--- src/rtl/stream_fanout_port.sv ---
`timescale 1ns/1ps
module stream_fanout_port #(
  parameter int DW    = 32,
  parameter int NDST  = 4,
  parameter int DEPTH = 4,
  localparam int AW = $clog2(DEPTH),
  localparam int CW = $clog2(DEPTH + 1)
) (
  input  logic            clk,
  input  logic            rst_n,
  input  logic            cfg_we,
  input  logic [NDST-1:0] cfg_dest,
  input  logic            cfg_pkt,
  input  logic            s_valid,
  output logic            s_ready,
  input  logic [DW-1:0]   s_data,
  input  logic            s_last,
  output logic [NDST-1:0] m_valid,
  input  logic [NDST-1:0] m_ready,
  output logic [DW-1:0]   m_data,
  output logic            m_last
);

  logic [NDST-1:0] mask, pend_mask;
  logic            pkt, pend_pkt, pend_v;
  logic [DW:0]     mem [DEPTH];
  logic [AW-1:0]   wp, rp;
  logic [CW-1:0]   cnt;
  logic            out_v, out_l;
  logic [DW-1:0]   out_d;
  logic            idle, fire, push, load;

  assign idle    = (cnt == '0) && !out_v;
  assign s_ready = !pkt && !pend_v && (cnt != CW'(DEPTH));
  assign fire    = out_v && ((m_ready & mask) == mask);
  assign push    = s_valid && s_ready;
  assign load    = (cnt != '0) && (!out_v || fire);
  assign m_valid = {NDST{out_v}} & mask;
  assign m_data  = out_d;
  assign m_last  = out_l;

  always_ff @(posedge clk) begin
    if (!rst_n) begin
      mask      <= '0;
      pkt       <= 1'b0;
      pend_v    <= 1'b0;
      pend_mask <= '0;
      pend_pkt  <= 1'b0;
    end else if (cfg_we) begin
      pend_v    <= 1'b1;
      pend_mask <= cfg_dest;
      pend_pkt  <= cfg_pkt;
    end else if (pend_v && idle) begin
      pend_v <= 1'b0;
      mask   <= pend_mask;
      pkt    <= pend_pkt;
    end
  end

  always_ff @(posedge clk) begin
    if (push) mem[wp] <= {s_last, s_data};
  end

  always_ff @(posedge clk) begin
    if (!rst_n) begin
      wp  <= '0;
      rp  <= '0;
      cnt <= '0;
    end else begin
      if (push) wp <= wp + 1'b1;
      if (load) rp <= rp + 1'b1;
      cnt <= cnt + CW'(push) - CW'(load);
    end
  end

  always_ff @(posedge clk) begin
    if (!rst_n) begin
      out_v <= 1'b0;
      out_d <= '0;
      out_l <= 1'b0;
    end else if (load) begin
      out_v <= 1'b1;
      {out_l, out_d} <= mem[rp];
    end else if (fire) begin
      out_v <= 1'b0;
    end
  end

endmodule

--- config.mk ---
export PLATFORM = sky130hd
export DESIGN_NAME = stream_fanout_port
export DESIGN_NICKNAME = d
export VERILOG_FILES = /design/src/rtl/stream_fanout_port.sv
export SDC_FILE = /design/constraint.sdc
export NUM_CORES = 1
export LEC_CHECK = 0
export BUFFER_PORTS_ARGS = -buffer_cell sky130_fd_sc_hd__buf_2
export CAP_MARGIN = 20
export CORE_UTILIZATION = 45
export CTS_BUF_LIST = sky130_fd_sc_hd__clkbuf_16
export DETAILED_ROUTE_END_ITERATION = 7
export PLACE_DENSITY = 0.64
export REMOVE_ABC_BUFFERS = 1
export SLEW_MARGIN = 20
export SYNTH_ARGS = -nofsm -noshare
export SYNTH_HDL_FRONTEND = slang
export SYNTH_SLANG_ARGS = --single-unit
export TNS_END_PERCENT = 100
--- constraint.sdc ---
create_clock -name clk -period 3.35 [get_ports clk]
set_clock_uncertainty 0.2 [all_clocks]
set_input_delay 0 -clock clk [delete_from_list [all_inputs] [get_ports clk]]
set_output_delay 0 -clock clk [all_outputs]
set_load 0.02 [all_outputs]
After elaboration in Yosys (flattened, before gate mapping)
Memory sizes are Yosys's and may differ from the RTL's. A register that Yosys moved wholly into a read port is not among the register bits.
Cells that the tools add are included.
{"block": "classes", "addsub": 4, "eq_ne": 2, "n_mux": 6, "bitwise_logic": 3, "reduce_logical": 17}
{"cell": "bitwise AND 4 bit", "count": 2}
{"cell": "logical AND 1 bit", "count": 7}
{"cell": "2-to-1 mux 1 bit", "count": 6}
{"cell": "adder 2 x 1 -> 2 bit (second input constant)", "count": 2}
{"cell": "== test 4 bit", "count": 1}
{"cell": "zero test 1 bit", "count": 4}
{"cell": "nonzero test 2 bit", "count": 2}
{"cell": "adder 3 x 1 -> 3 bit", "count": 1}
{"cell": "zero test 3 bit", "count": 1}
{"cell": "inequality test 3 bit (second input constant)", "count": 1}
{"cell": "nonzero test 3 bit", "count": 1}
{"cell": "subtractor 3 x 1 -> 3 bit", "count": 1}
{"cell": "AND reduction 2 bit", "count": 1}
{"cell": "logical OR 1 bit", "count": 1}
{"cell": "NOT 1 bit", "count": 1}
{"block": "word_totals", "regBits": 19, "ramBits": 132, "in_bits": 46, "output_inout_bits": 38, "memories": 1}
{"name": "mem", "depth": 4, "width": 33, "rd": 1, "rd_ports_with_merged_regs": 1, "wr": 1, "line_no": "26", "text": "logic [DW:0] mem [DEPTH];"}

Depth between registers and ports, before layout
{"block": "depth", "word_depth": 6, "depth_mapped": 12}

Worst setup path after synthesis
Ideal clock, no wire load.
{"block": "synth_path", "path_kind": "register to register", "from": "register mask[1]", "to": "register cnt[2]", "setup_time_ns": 0.128, "arrival_ns": 2.339, "path_slack_ns": 0.683, "stages_incl_launch_ff": 13, "synth_period_minus_slack_ns": 2.667, "path_cell_list": "dfxtp_1 -> nor2b_4 -> o41a_1 -> clkbuf_1 -> nor2_1 -> ha_1 -> inv_1 -> ha_1 -> inv_1 -> fa_1 -> xor2_1 -> xnor2_1 -> nor2_1"}
{"block": "synth_via", "elab_chain_cells": 6}
{"item": "from (decl)", "line_no": "24", "text": "logic [NDST-1:0] mask, pend_mask;"}
{"item": "from (signal assigned)", "line_no": "55", "text": "mask <= pend_mask;"}
{"item": "bitwise AND 4 bit", "line_no": "35", "text": "assign fire = out_v && ((m_ready & mask) == mask);"}
{"item": "== test 4 bit (*)", "line_no": "35"}
{"item": "logical AND 1 bit (*)", "line_no": "35"}
{"item": "logical OR 1 bit (*)", "line_no": "37", "text": "assign load = (cnt != '0) && (!out_v || fire);"}
{"item": "logical AND 1 bit (*)", "line_no": "37"}
{"item": "via load", "line_no": "31", "text": "logic idle, fire, push, load;"}
{"item": "subtractor 3 x 1 -> 3 bit (*)", "line_no": "72", "text": "cnt <= cnt + CW'(push) - CW'(load);"}
{"item": "to (signal assigned)", "line_no": "72"}
{"item": "to (decl)", "line_no": "28", "text": "logic [CW-1:0] cnt;"}
Mark *: on every way through the listed nets, which the timed path passes. The rest lies on a longest branch.
A chain may end at the register's enable or synchronous reset.

Worst setup path after layout
{"block": "layout_path", "from": "register cnt[1]", "to": "register cnt[2]"}
{"block": "layout_via", "elab_chain_cells": 5, "word_cells_on_any_way": 7}
{"item": "inequality test 3 bit", "line_no": "34", "text": "assign s_ready = !pkt && !pend_v && (cnt != CW'(DEPTH));"}
{"item": "logical AND 1 bit", "line_no": "34"}
{"item": "logical AND 1 bit", "line_no": "36", "text": "assign push = s_valid && s_ready;"}
{"item": "adder 3 x 1 -> 3 bit", "line_no": "72"}
{"item": "subtractor 3 x 1 -> 3 bit (*)", "line_no": "72"}
Every way passes the cells marked *; elsewhere a longest branch is shown, timed or not.

==> summary.md <==
| Metric | Value |
|---|---|
| Final hold vios | 0 |
| Minimum clock period after layout | between 2 and 3 ns |
| Port Buf Inserts | 83 |
| Metal1 wirelength | 6330 um |
| TritonCTS clock tree | yes |
| # diodes | 0 |
| Maxcap violations | 0 |
| Yosys reg bits | 184 |
| Status | complete, no violations |
| Post_cts resized | 0 |
| Sequential-to-total area share from yosys stat | between 70% and 80% |
| DR vias | 4000 |
| Core area | 0.0148 sq mm |
| Detail Placement HPWL | 8010 um |
| Met2 routed WL | 6930 um |
| Largest net degree at the start of global routing | 52 |
| Worst setup SP type | register |
| Num rows | 44 |
| Setup crit end kind | register |
| Final worst-path setup slack | 0.514 ns |
| WL final | 14100 um |
| Drt wl/cell | 18.8 um |
| Initial antenna violation count | 0 |
| Yosys cell types | 30 |
| Layout Nets | 603 |
| Synthesized instance count | 419 |
| Hold crit path type | input port to register |
| Synthesis Warnings | 0 |
| Buffer levels on the longest clock path | 2 |
| Htree depth | 4 |
| CP Class | register to register |
| Overall Power | ~6600 uW |
| I/O pin cnt | 84 |
| P&R area growth vs syn | 23.2% |
| Slew Limit Fails | 0 |
| Die width | around 130 um |
| Initial Util | approximately 47% |
| Avg Inst Size Synth | 16.5 sq um |
| GPL Wtd Cong | between 0.7 and 0.8 |
| Worst-path clk slew | 0.06 ns |
| Routed wl met3 | 619 um |
| VDD IR max | 0.435 mV |
| Worst-skew pair later-pin latency | 0.42 ns |
| Final setup fails | 0 |
| Clock Root Buffer | clkbuf_16 |
| Area of the die | 0.0159 sq mm |
| Commonest non-fill, non-tap cells in the layout | edfxtp_1 (132), buf_2 (83), dfxtp_1 (50) |
| Commonest non-fill, non-tap cell in the layout | edfxtp_1 |
| First-pass GRT wire length | ~22000 um |
| Chip height | 126 um |
| Drt pass-1 iters | 4 |
| Synth Area in Compound Gates | 6.38% |
| Remaining antenna violation count | 0 |
| Lkg Pwr | 0.00313 uW |
| Post-CTS Setup Bufs | 0 |
| CTS buffer count | 17 |
| Hold_buf cts | 46 |
| Pwr dens | 776 mW/mm^2 |
| Fmax | 353 MHz |
| Max layer used | met4 |
| Clock sink count | 184 |
| 1st-iter DRT viols | roughly 270 |
| Fillers | 1163 |
| XOR/XNOR Fraction of Synth Area | less than 1% |
| Largest family of logic cells by synthesized area | multiplexers |
| Synth Area in Simple Gates | 5.11% |
| Worst-margin pin slew | ~0.98 ns |
| Post-synthesis mux area share | between 10 and 15% |
| GRT Overall Usage | 19.1% |
| Vias in the first global route | 4121 |
| Post-Synth Adder-Cell Area | 1.37% |
| Fin crit share | 84.7% |
| Max-slew headroom | about a third |
| Layout cells sized above 1 | 29.1% |
| Total grt overflow | 0 |
| Mapped cell area | just under 0.007 sq mm |
| Pre-CTS WS | around 0.50 ns |
| WP data required | 3.42 ns |
| DR DRC count | 0 |
| Unrepaired setup endpoints after global routing | false |
| Crit path DAT | just under 3 ns |
| Number of vias per cell | 5.35 |
| Crit path max fanout | 7 |
[report_power, final]
part | leakage (uW) | internal (uW) | switching [uW] | total (uW)
Sequential | 0.00163 | 2790 | 255 | 3050
Clock | 0.000275 | 999 | 787 | 1790
Combinational | 0.00122 | 803 | 993 | 1800
Total | 0.00313 | 4590 | 2040 | 6630
[layer usage]
layer	vias up	global-route usage, %
met5	-	0
met1	1996	24.9
met3	15	4.42
met2	113	31.3
li1	1876	-
met4	0	6.80
[sequential cells by signal (all words and copies together) (netlist names)]
register and flops:
pkt 1, pend_mask 4, rp 2, cnt 3, mem 132, pend_pkt 1
wp 2, m_data 32, mask 4, m_last 1, pend_v 1, out_v 1
[through the flow]
| stage | utilization [%] | setup TNS, ns | area (sq um) | hold WS (ns) | cells |
|---|---|---|---|---|---|
| floorplan | - | -0.444 | 6810 | -0.101 | 391 |
| global placement | 51.2 | 0 | 7550 | 0.0130 | 669 |
| detailed placement | 51.2 | 0 | 7550 | 0.0200 | 669 |
| CTS | 57.9 | 0 | 8540 | 0.109 | 747 |
| global route | 57.9 | 0 | 8540 | 0.123 | 747 |
| finish | 57.9 | 0 | 8540 | 0.127 | 747 |
[cell families after synthesis]
kind of cell / count (synthesis)
xor gates and xnor gates: 3
adders and majority gates: 7
buffers and inverters: 37
DFF: 184
muxes: 44
and+or+nand+nor: 67
AOI/OAI and AO/OA: 77
[worst max-delay path, cell delays in order, from the launching register on]
cell and delay (ns):
dfxtp_1 0.44, nor2_1 0.13, a2111oi_4 0.53, inv_1 0.10
ha_1 0.30, inv_1 0.06, ha_1 0.13, inv_1 0.05
fa_1 0.39, xor2_1 0.19, xnor2_1 0.13, nor2_1 0.05
[worst paths after layout]
| kind | cells past startpoint | to | slack, ns | start |
|---|---|---|---|---|
| hold / removal | 2 | mem[0][28] | 0.13 | s_data[28] |
| setup / recovery | 11 | cnt[2] | 0.51 | cnt[1] |
| hold reg to reg | 2 | m_data[3] | 0.27 | m_data[3] |
| setup reg to reg | 11 | cnt[2] | 0.51 | cnt[1] |
[Yosys cell counts]
master	count	area, sq um
fa_1	1	20.0
nand3_1	34	170
nor2b_4	2	27.5
ha_1	6	75.1
xor2_1	1	8.76
clkbuf_1	19	71.3
buf_4	1	7.51
o31ai_1	1	7.51
or3_1	1	6.26
buf_2	8	40.0
xnor2_1	2	17.5
nor2b_1	2	12.5
nor3_1	1	5.00
nand4b_1	1	8.76
a21oi_1	37	185
mux2i_1	11	110
and2_1	9	56.3
o21ai_0	32	160
nor2_1	16	60.1
o41ai_4	1	27.5
dfxtp_1	52	1040
o21ai_1	3	15.0
a211oi_1	1	7.51
inv_1	8	30.0
a2111oi_4	1	27.5
clkinv_1	1	3.75
edfxtp_1	132	3960
mux4_2	33	743
o41a_1	1	11.3
or4_1	1	7.51
[final cells by class]
class                      instances  area (sq um)  share of cell area (%)
clock buffer                      17           425                    4.98
clock inverter                    15           100                    1.17
inverter                           9          33.8                   0.396
multi-input combinational        198          1780                    20.9
sequential                       184          5010                    58.7
tap                              184           230                    2.70
timing repair buffer             140           958                    11.2
Power figures use the tool's default switching activity.
